### config.mk
export PLATFORM = sky130hd
export DESIGN_NAME = uart_rx_queue
export DESIGN_NICKNAME = d
export VERILOG_FILES = /design/src/rtl/uart_rx_queue_pkg.sv /design/src/rtl/rxq_storage.sv /design/src/rtl/rxq_idle_timer.sv /design/src/rtl/uart_rx_queue.sv
export SDC_FILE = /design/constraint.sdc
export NUM_CORES = 1
export LEC_CHECK = 0
export BUFFER_PORTS_ARGS = -buffer_cell sky130_fd_sc_hd__buf_4
export CAP_MARGIN = 40
export CORE_ASPECT_RATIO = 0.75
export CORE_MARGIN = 10
export CORE_UTILIZATION = 65
export CTS_BUF_LIST = sky130_fd_sc_hd__clkbuf_2 sky130_fd_sc_hd__clkbuf_4 sky130_fd_sc_hd__clkbuf_8
export CTS_CLUSTER_SIZE = 20
export DETAILED_ROUTE_END_ITERATION = 16
export GPL_ROUTABILITY_DRIVEN = 1
export MAX_ROUTING_LAYER = met4
export PLACE_DENSITY = 0.95
export SLEW_MARGIN = 20
export SYNTH_ARGS = -nofsm -noshare
export SYNTH_HDL_FRONTEND = slang
export SYNTH_SLANG_ARGS = --single-unit
### constraint.sdc
create_clock -name clk -period 7.8 [get_ports clk]
set_clock_uncertainty 0.2 [all_clocks]
set_input_delay 2.34 -clock clk [delete_from_list [all_inputs] [get_ports clk]]
set_output_delay 2.34 -clock clk [all_outputs]
set_load 0.005 [all_outputs]
### src/rtl/uart_rx_queue_pkg.sv
package uart_rx_queue_pkg;
    typedef enum logic [0:0] {
        TMR_IDLE = 1'b0,
        TMR_RUN  = 1'b1
    } tmr_state_t;
endpackage

### src/rtl/rxq_storage.sv
// Circular byte store with registered read port; DEPTH must be a power of two.
module rxq_storage #(
    parameter int DATA_W = 8,
    parameter int DEPTH  = 16
) (
    input  logic              clk,
    input  logic              rst_n,
    input  logic              clr,
    input  logic              push,
    input  logic [DATA_W-1:0] push_data,
    input  logic              pop,
    input  logic              rd_zero,
    output logic [DATA_W-1:0] rd_data
);
    localparam int AW = $clog2(DEPTH);

    logic [DATA_W-1:0] mem [DEPTH];
    logic [AW-1:0]     wptr_q;
    logic [AW-1:0]     rptr_q;
    logic [DATA_W-1:0] rdata_q;

    always_ff @(posedge clk) begin
        if (push) begin
            mem[wptr_q] <= push_data;
        end
    end

    always_ff @(posedge clk or negedge rst_n) begin
        if (!rst_n) begin
            wptr_q  <= '0;
            rptr_q  <= '0;
            rdata_q <= '0;
        end else if (clr) begin
            wptr_q <= '0;
            rptr_q <= '0;
        end else begin
            if (push) begin
                wptr_q <= wptr_q + AW'(1);
            end
            if (pop) begin
                rptr_q  <= rptr_q + AW'(1);
                rdata_q <= mem[rptr_q];
            end else if (rd_zero) begin
                rdata_q <= '0;
            end
        end
    end

    assign rd_data = rdata_q;
endmodule

### src/rtl/rxq_idle_timer.sv
module rxq_idle_timer
    import uart_rx_queue_pkg::*;
#(
    parameter int TIME_W = 16,
    parameter int MULT   = 4
) (
    input  logic              clk,
    input  logic              rst_n,
    input  logic              restart,
    input  logic [TIME_W-1:0] char_time,
    output logic              fire
);
    localparam int CW = TIME_W + $clog2(MULT) + 1;

    tmr_state_t    state_q, state_d;
    logic [CW-1:0] cnt_q, cnt_d;
    logic [CW-1:0] load_val;
    logic          fire_d, fire_q;

    always_comb begin
        load_val = CW'(char_time) * CW'(MULT);
        if (load_val == '0) begin
            load_val = CW'(1);
        end
    end

    always_comb begin
        state_d = state_q;
        cnt_d   = cnt_q;
        fire_d  = 1'b0;
        unique case (state_q)
            TMR_IDLE: begin
                if (restart) begin
                    state_d = TMR_RUN;
                    cnt_d   = load_val;
                end
            end
            TMR_RUN: begin
                if (restart) begin
                    cnt_d = load_val;
                end else if (cnt_q == CW'(1)) begin
                    state_d = TMR_IDLE;
                    fire_d  = 1'b1;
                end else begin
                    cnt_d = cnt_q - CW'(1);
                end
            end
            default: state_d = TMR_IDLE;
        endcase
    end

    // state register
    always_ff @(posedge clk or negedge rst_n) begin
        if (!rst_n) begin
            state_q <= TMR_IDLE;
            cnt_q   <= '0;
        end else begin
            state_q <= state_d;
            cnt_q   <= cnt_d;
        end
    end

    // output register
    always_ff @(posedge clk or negedge rst_n) begin
        if (!rst_n) begin
            fire_q <= 1'b0;
        end else begin
            fire_q <= fire_d;
        end
    end

    assign fire = fire_q;
endmodule

### src/rtl/uart_rx_queue.sv
module uart_rx_queue #(
    parameter int DATA_W    = 8,
    parameter int DEPTH     = 16,
    parameter int LVL_W     = 6,
    parameter int LVL_RESET = 32,
    parameter int TIME_W    = 16,
    parameter int TMO_CHARS = 4
) (
    input  logic                         clk,
    input  logic                         rst_n,
    input  logic                         rx_enable,
    input  logic                         fifo_clr,
    input  logic                         wr_en,
    input  logic [DATA_W-1:0]            wr_data,
    input  logic                         rd_en,
    input  logic                         lvl_wr,
    input  logic [LVL_W-1:0]             lvl_data,
    input  logic [TIME_W-1:0]            char_time,
    output logic [DATA_W-1:0]            rd_data,
    output logic                         empty,
    output logic                         full,
    output logic                         trig_hit,
    output logic [$clog2(DEPTH+1)-1:0]   count,
    output logic                         overrun_evt,
    output logic                         timeout_evt
);
    localparam int CNT_W = $clog2(DEPTH + 1);
    localparam int CMP_W = (CNT_W > LVL_W) ? CNT_W : LVL_W;

    logic [CNT_W-1:0] cnt_q;
    logic [LVL_W-1:0] lvl_q;
    logic             ovr_q;
    logic             is_empty, is_full;
    logic             rd_req, wr_req;
    logic             do_push, do_pop, do_zero, do_ovr;
    logic             byte_seen;

    assign is_empty  = (cnt_q == '0);
    assign is_full   = (cnt_q == CNT_W'(DEPTH));
    assign rd_req    = !fifo_clr && rx_enable && rd_en;
    assign wr_req    = !fifo_clr && rx_enable && wr_en;
    assign do_pop    = rd_req && !is_empty;
    assign do_zero   = rd_req && is_empty;
    assign do_push   = wr_req && !is_full;
    assign do_ovr    = wr_req && is_full;
    assign byte_seen = rx_enable && wr_en;

    always_ff @(posedge clk or negedge rst_n) begin
        if (!rst_n) begin
            cnt_q <= '0;
            ovr_q <= 1'b0;
        end else begin
            ovr_q <= do_ovr;
            if (fifo_clr) begin
                cnt_q <= '0;
            end else if (do_push && !do_pop) begin
                cnt_q <= cnt_q + CNT_W'(1);
            end else if (do_pop && !do_push) begin
                cnt_q <= cnt_q - CNT_W'(1);
            end
        end
    end

    always_ff @(posedge clk or negedge rst_n) begin
        if (!rst_n) begin
            lvl_q <= LVL_W'(LVL_RESET);
        end else if (lvl_wr) begin
            lvl_q <= lvl_data;
        end
    end

    rxq_storage #(
        .DATA_W (DATA_W),
        .DEPTH  (DEPTH)
    ) u_store (
        .clk       (clk),
        .rst_n     (rst_n),
        .clr       (fifo_clr),
        .push      (do_push),
        .push_data (wr_data),
        .pop       (do_pop),
        .rd_zero   (do_zero),
        .rd_data   (rd_data)
    );

    rxq_idle_timer #(
        .TIME_W (TIME_W),
        .MULT   (TMO_CHARS)
    ) u_timer (
        .clk       (clk),
        .rst_n     (rst_n),
        .restart   (byte_seen),
        .char_time (char_time),
        .fire      (timeout_evt)
    );

    assign count       = cnt_q;
    assign empty       = is_empty;
    assign full        = is_full;
    assign trig_hit    = (CMP_W'(cnt_q) >= CMP_W'(lvl_q));
    assign overrun_evt = ovr_q;
endmodule

Yosys cells after proc, flatten, opt, wreduce, memory -nomap -nowiden. Memories as Yosys holds them, arrays and structs flattened. Cells that the tools add are included.

Input port bits: 37. Memories kept: 1. Logic and storage cells: 68. Output and inout bits: 18. Register bits after elaboration: 49. RAM bits: 128.

Memory list: u_store.mem (words 16, bits a word 8, read ports 1, clocked after memory_dff 0, wr ports 1, line rxq_storage.sv:17) `logic [DATA_W-1:0] mem [DEPTH];`.

$lt $le $gt $ge: 1. Reduce and logical (&&, ||, !) cells: 23. Eq/ne operators: 4. Bitwise operators: 2. Mux-type cells: 23. $add $sub $neg: 5.

Operators with widths (number): $mux W19 (3); $pmux W19 S2 (1); $eq A19 B1 Y1 const B (1); $logic_not A19 Y1 (1); $sub A19 B1 Y19 const B (1); $mux W18 (1); $mux W4 (4); $mux W8 (2); $mux W5 (3); $logic_and A1 B1 Y1 (10); $add A4 B1 Y4 const B (2); $mux W1 (8); $ge A5 B6 Y1 (1); $reduce_bool A2 Y1 (3); $add A5 B1 Y5 const B (1); $eq A5 B5 Y1 const B (1); $logic_not A1 Y1 (5); $logic_not A5 Y1 (1); $sub A5 B1 Y5 const B (1); $reduce_and A2 Y1 (2); $ne A3 B3 Y1 const B (1); $reduce_bool A3 Y1 (1); $ne A2 B2 Y1 const B (1); $not A1 Y1 (2); $pmux W1 S2 (1).

Logic depth before layout (Yosys ltp).
Depth after elaboration: 9. Depth in mapped cells: 10. Gate-level depth less buffers: 9.

Modules after synthesis. A second synthesis with hierarchy kept.

Cell total of the unflattened synthesis: 542. Area, all modules: 7901.3 µm².

Modules (own cells, without submodules): rxq_storage (sequential area each 4244.1 µm², area each 5703.0 µm², cells each 308, instances 1); rxq_idle_timer (sequential area each 525.5 µm², area each 1373.8 µm², cells each 149, instances 1); uart_rx_queue (sequential area each 301.5 µm², area each 824.5 µm², cells each 85, instances 1).

Least setup slack after synthesis. No wires, ideal clock.

Path kind: input-to-reg. From: input rx_enable. To: register cnt_q[4], in the netlist count[4]. Setup slack: 3064 ps. Data required time: 7513 ps. Stages on the path: 10. Arrival: 4449 ps. Path through: nand2_1 -> a211oi_1 -> clkbuf_1 -> nand2_1 -> fa_1 -> a21o_1 -> a21oi_1 -> nor2_1 -> or4_1 -> o211ai_1.

Cells in the longest elaborated chain, start to end: 7. Elaborated cells on any way between the ends: 12.

RTL lines: from (decl) (line uart_rx_queue.sv:11) `input logic rx_enable,`; $logic_and A1 B1 Y1 * (line uart_rx_queue.sv:40, uart_rx_queue.sv:41); $logic_and A1 B1 Y1 (line uart_rx_queue.sv:40) `assign rd_req = !fifo_clr && rx_enable && rd_en;`; $logic_and A1 B1 Y1 (line uart_rx_queue.sv:42) `assign do_pop = rd_req && !is_empty;`; $logic_not A1 Y1 (line uart_rx_queue.sv:56) `end else if (do_push && !do_pop) begin`; $logic_and A1 B1 Y1 (line uart_rx_queue.sv:56); $mux W5 (line uart_rx_queue.sv:56); $mux W5 (line uart_rx_queue.sv:54) `if (fifo_clr) begin`; to (signal assigned) (line uart_rx_queue.sv:57) `cnt_q <= cnt_q + CNT_W'(1);`; to (signal assigned) (line uart_rx_queue.sv:59) `cnt_q <= cnt_q - CNT_W'(1);`; to (decl) (line uart_rx_queue.sv:30) `logic [CNT_W-1:0] cnt_q;`.

Mark *: on every way between the ends. The rest lies on a longest branch, timed or not. A chain may end at the register's enable or synchronous reset.

Final worst setup path. Ends and elaborated chain as after synthesis.

==> metrics.md <==
| Metric | Value |
|---|---|
| Run status | `complete, no violations` |
| Met3 Routed Length | `1.73 mm` |
| Post CTS Setup Buffer Count | `0` |
| Vias in the first global route | `4992` |
| CTS max path bufs | `2` |
| Antenna-violating nets left | `0` |
| Synth-to-layout area growth | `12.8%` |
| Net count of the mapped netlist | `561` |
| Number of clock sinks | `177` |
| Number of nets in the final layout | `615` |
| Post-detailed-placement cell area | `between 0.008 and 0.009 mm^2` |
| Leakage Power | `3.10 nW` |
| Topmost layer with routed signal wires | `met4` |
| Number of clock buffers inserted by TritonCTS | `17` |
| Critical path data required time | `about 8 ns` |
| Async set-reset flop share out of synthesis | `27.7%` |
| Finished layout cell area | `0.00865 mm^2` |
| CTS H-Tree Depth | `4` |
| Width of the chip | `between 100 and 150 um` |
| CTS tree | `yes` |
| Critical path peak fanout | `21` |
| Post-cts sizing count | `0` |
| Violation count after the first detailed-route iteration | `950` |
| Proportion of netlist area held by the largest area contributor | `roughly half` |
| Starting utilization of the core area | `66.3%` |
| Net switching power | `0.734 mW` |
| Std-Cell Rows | `34` |
| Dominant cells by area after synthesis | `edfxtp_1 50%, dfrtp_1 16%, mux4_2 9.4%` |
| Die height | `between 100 and 150 um` |
| Total standard cell area after synthesis | `0.00767 mm^2` |
| Post-detail-place hpwl | `12.2 mm` |
| Input/output buffers | `54` |
| Count of flip-flops with a built-in enable after synthesis | `~130` |
| Slew headroom | `a little under half` |
| Global-route usage over all layers | `23.2%` |
| Max frequency | `around 200 MHz` |
| Detail-routed net length per standard cell | `about 25 um` |
| Setup TNS after final layout | `0 ns` |
| Worst-skew pair later-pin latency | `0.48 ns` |
| DRC violation count after routing | `0` |
| Die Area | `0.0166 mm^2` |
| Pwr Density | `267 mW/mm^2` |
| Overall Power | `2.31 mW` |
| Total area of multi-input combinational cells | `about 0.0025 mm^2` |
| Crit Path Class | `in2reg` |
| Peak supply drop | `252 uV` |
| CTS root buf | `clkbuf_8` |
| Post-synth cell types | `57` |
| Clock-pin slew on the worst setup and hold paths | `0.12 ns` |
| Mean post-synth cell area | `15.1 um^2` |
| Fin crit period | `around 5 ns` |
| Maxcap violations | `0` |
| YS warnings | `0` |
| Count of state elements after synthesis | `about 180` |
| Tightest Hold Check Type | `reg2reg` |
| Kind of end point of the critical path | `register` |
| Top_reg_cell synth | `edfxtp_1` |
| Share of cells above drive strength 1 | `23.7%` |
| Unrepaired setup endpoints after global routing | `false` |
| Global-route wire length before repair | `29.0 mm` |
| Detailed-route via count | `5052` |
| Comb power frac | `20.8%` |
| Maximum number of pins on one net before global-route repair | `50` |
| Max Transition Viols Final | `0` |
| Tcrit/Tclk final | `a little under two thirds` |
| Kind of start point of the critical path | `input pin` |
| Clock network fraction of design power | `29.1%` |
| I/O pin count | `55` |
| Sw Share | `31.7%` |
| Number of fillers in the final layout | `~700` |
| Total of hold buffers inserted after clock tree synthesis | `0` |
| Avg Vias per Cell | `6.86` |
| Number of inserted diodes | `0` |
| Internal power of the cells | `between 1.5 and 2 mW` |
| Setup Viol. Count Final | `0` |
| Sequential cell area | `0.00507 mm^2` |
| Arrival time worst endpoint | `5.19 ns` |
| Pre-antenna DRT Iters | `6` |
| Number of instances in the synthesized netlist | `507` |
| Initial antenna violation count | `0` |
| Sequential group share of total power | `~50%` |
| Number of hold violations in the final report | `0` |
| Weighted congestion reported at the end of routability-driven placement | `0.897` |
| Actual transition at the worst max-transition pin | `about 0.8 ns` |
| Total Routed Length | `18.2 mm` |
| Leading area contributor after synthesis | `edfxtp_1` |
| Detailed-routing wirelength on met1 | `6.94 mm` |
| Grt ovf | `0` |
| Std-Cell Core Area | `0.0116 mm^2` |
| Met2 wirelength from detailed routing | `9.04 mm` |
| Fraction of the yosys area taken by sequential cells | `between 60% and 70%` |
[through the flow]
stage	setup WS [ns]	std cells	hold slack [ns]	utilization (%)
floorplan	3.06	507	0.273	-
global placement	2.64	703	0.296	70.9
detailed placement	2.44	704	0.275	71.0
CTS	2.93	736	0.300	74.8
global route	2.65	736	0.359	74.8
finish	2.81	736	0.295	74.8
[synthesized netlist by cell type, types with 5 or more instances]
master    count
edfxtp_1    128
dfrtp_1      48
nand2_1      35
mux4_2       32
o21ai_0      31
nor2_1       30
ha_1         16
a21oi_1      14
clkbuf_1     13
inv_1        12
a22o_1       10
and2_1       10
nor4_1        9
a221oi_1      8
nor3_1        8
nand3_1       6
nand4_1       6
xor2_1        6
and3_1        5
buf_1         5
o211ai_1      5
o311ai_0      5
[power by group through the flow]
stage,clock network (mW),registers (mW),logic (mW)
final,0.673,1.16,0.481
after CTS,0.677,1.16,0.479
after detailed placement,0,1.17,0.471
after floorplan,0,1.15,0.290
after global placement,0,1.17,0.440
after global routing,0.723,1.17,0.526
[registers in the layout, indices dropped and copies added, names as in the netlist]
signal / flops
u_timer.cnt_q: 19
u_timer.fire: 1
count: 5
u_store.mem: 128
lvl_q: 6
u_store.rd_data: 8
u_store.rptr_q: 4
u_store.wptr_q: 4
overrun_evt: 1
u_timer.state_q: 1
[critical path: stages]
cell and delay, ns:
buf_4 0.10, nand2_1 0.45, a211oi_1 0.43, buf_4 0.24, nand2_1 0.18, fa_1 0.46
a21o_1 0.20, a21oi_1 0.21, nor2_1 0.07, or4_1 0.42, o211ai_1 0.09
[cells by family (layout without fill, tap and decap cells)]
kind of cell | Yosys count | in the layout | share of synthesized area, %
flops | 177 | 177 | 66.1
simple gates | 138 | 138 | 9.71
compound gates | 94 | 94 | 8.42
buf+inv | 36 | 103 | 1.88
mux | 35 | 35 | 9.84
fa+ha+maj | 17 | 17 | 2.87
xor+xnor | 10 | 10 | 1.14
[path summary, 6_finish.rpt]
| check | from | depth (start not counted) | endpoint | slack, ns |
|---|---|---|---|---|
| max | rx_enable | 11 | count[4] | 2.81 |
| min | u_store.rd_data[1] | 2 | u_store.rd_data[1] | 0.29 |
| max reg2reg | count[0] | 9 | count[4] | 4.47 |
| min reg2reg | u_store.rd_data[1] | 2 | u_store.rd_data[1] | 0.29 |
| max in group asynchronous | rst_n | 1 | u_store.rptr_q[0] | 5.28 |
| min in group asynchronous | rst_n | 1 | u_timer.cnt_q[6] | 1.67 |
[area by class of cell]
type                       count  share of cell area (%)
clock buffer                  17                    2.71
clock inverter                15                    2.36
inverter                      13                   0.564
multi-input combinational    294                    28.4
sequential                   177                    58.6
tap                          162                    2.34
timing repair buffer          58                    5.03
[routing by layer]
layer | GRT usage (%) | up-vias
li1 | - | 2112
met1 | 29.9 | 2494
met2 | 37.0 | 383
met3 | 4.74 | 63
met4 | 7.19 | 0
met5 | - | -
[cell usage in the layout, fill, tap and decap left out, drive strengths merged, types with 2 or more instances in the layout]
| master | Yosys | final |
|---|---|---|
| a22o | 10 | 10 |
| a221oi | 8 | 8 |
| a21oi | 14 | 14 |
| o21ai | 31 | 31 |
| nor2 | 31 | 31 |
| or3 | 4 | 4 |
| mux2 | 3 | 3 |
| dfrtp | 48 | 48 |
| a22oi | 3 | 3 |
| ha | 16 | 16 |
| a32o | 3 | 3 |
| nand2b | 4 | 4 |
| and2 | 10 | 10 |
| buf | 10 | 58 |
| nor4 | 11 | 11 |
| clkbuf | 13 | 17 |
| inv | 13 | 22 |
| nand3 | 6 | 6 |
| clkinv | 0 | 4 |
| xor2 | 6 | 6 |
| and3 | 5 | 5 |
| o211ai | 5 | 5 |
| mux4 | 32 | 32 |
| o311ai | 5 | 5 |
| nor3 | 8 | 8 |
| or4 | 5 | 5 |
| edfxtp | 128 | 128 |
| o31ai | 2 | 2 |
| xnor2 | 4 | 4 |
| a21o | 2 | 2 |
| nand4 | 6 | 6 |
| nor2b | 3 | 3 |
| nand2 | 35 | 35 |
| a211oi | 3 | 3 |
| and4 | 4 | 4 |
Power figures use the tool's default switching activity.
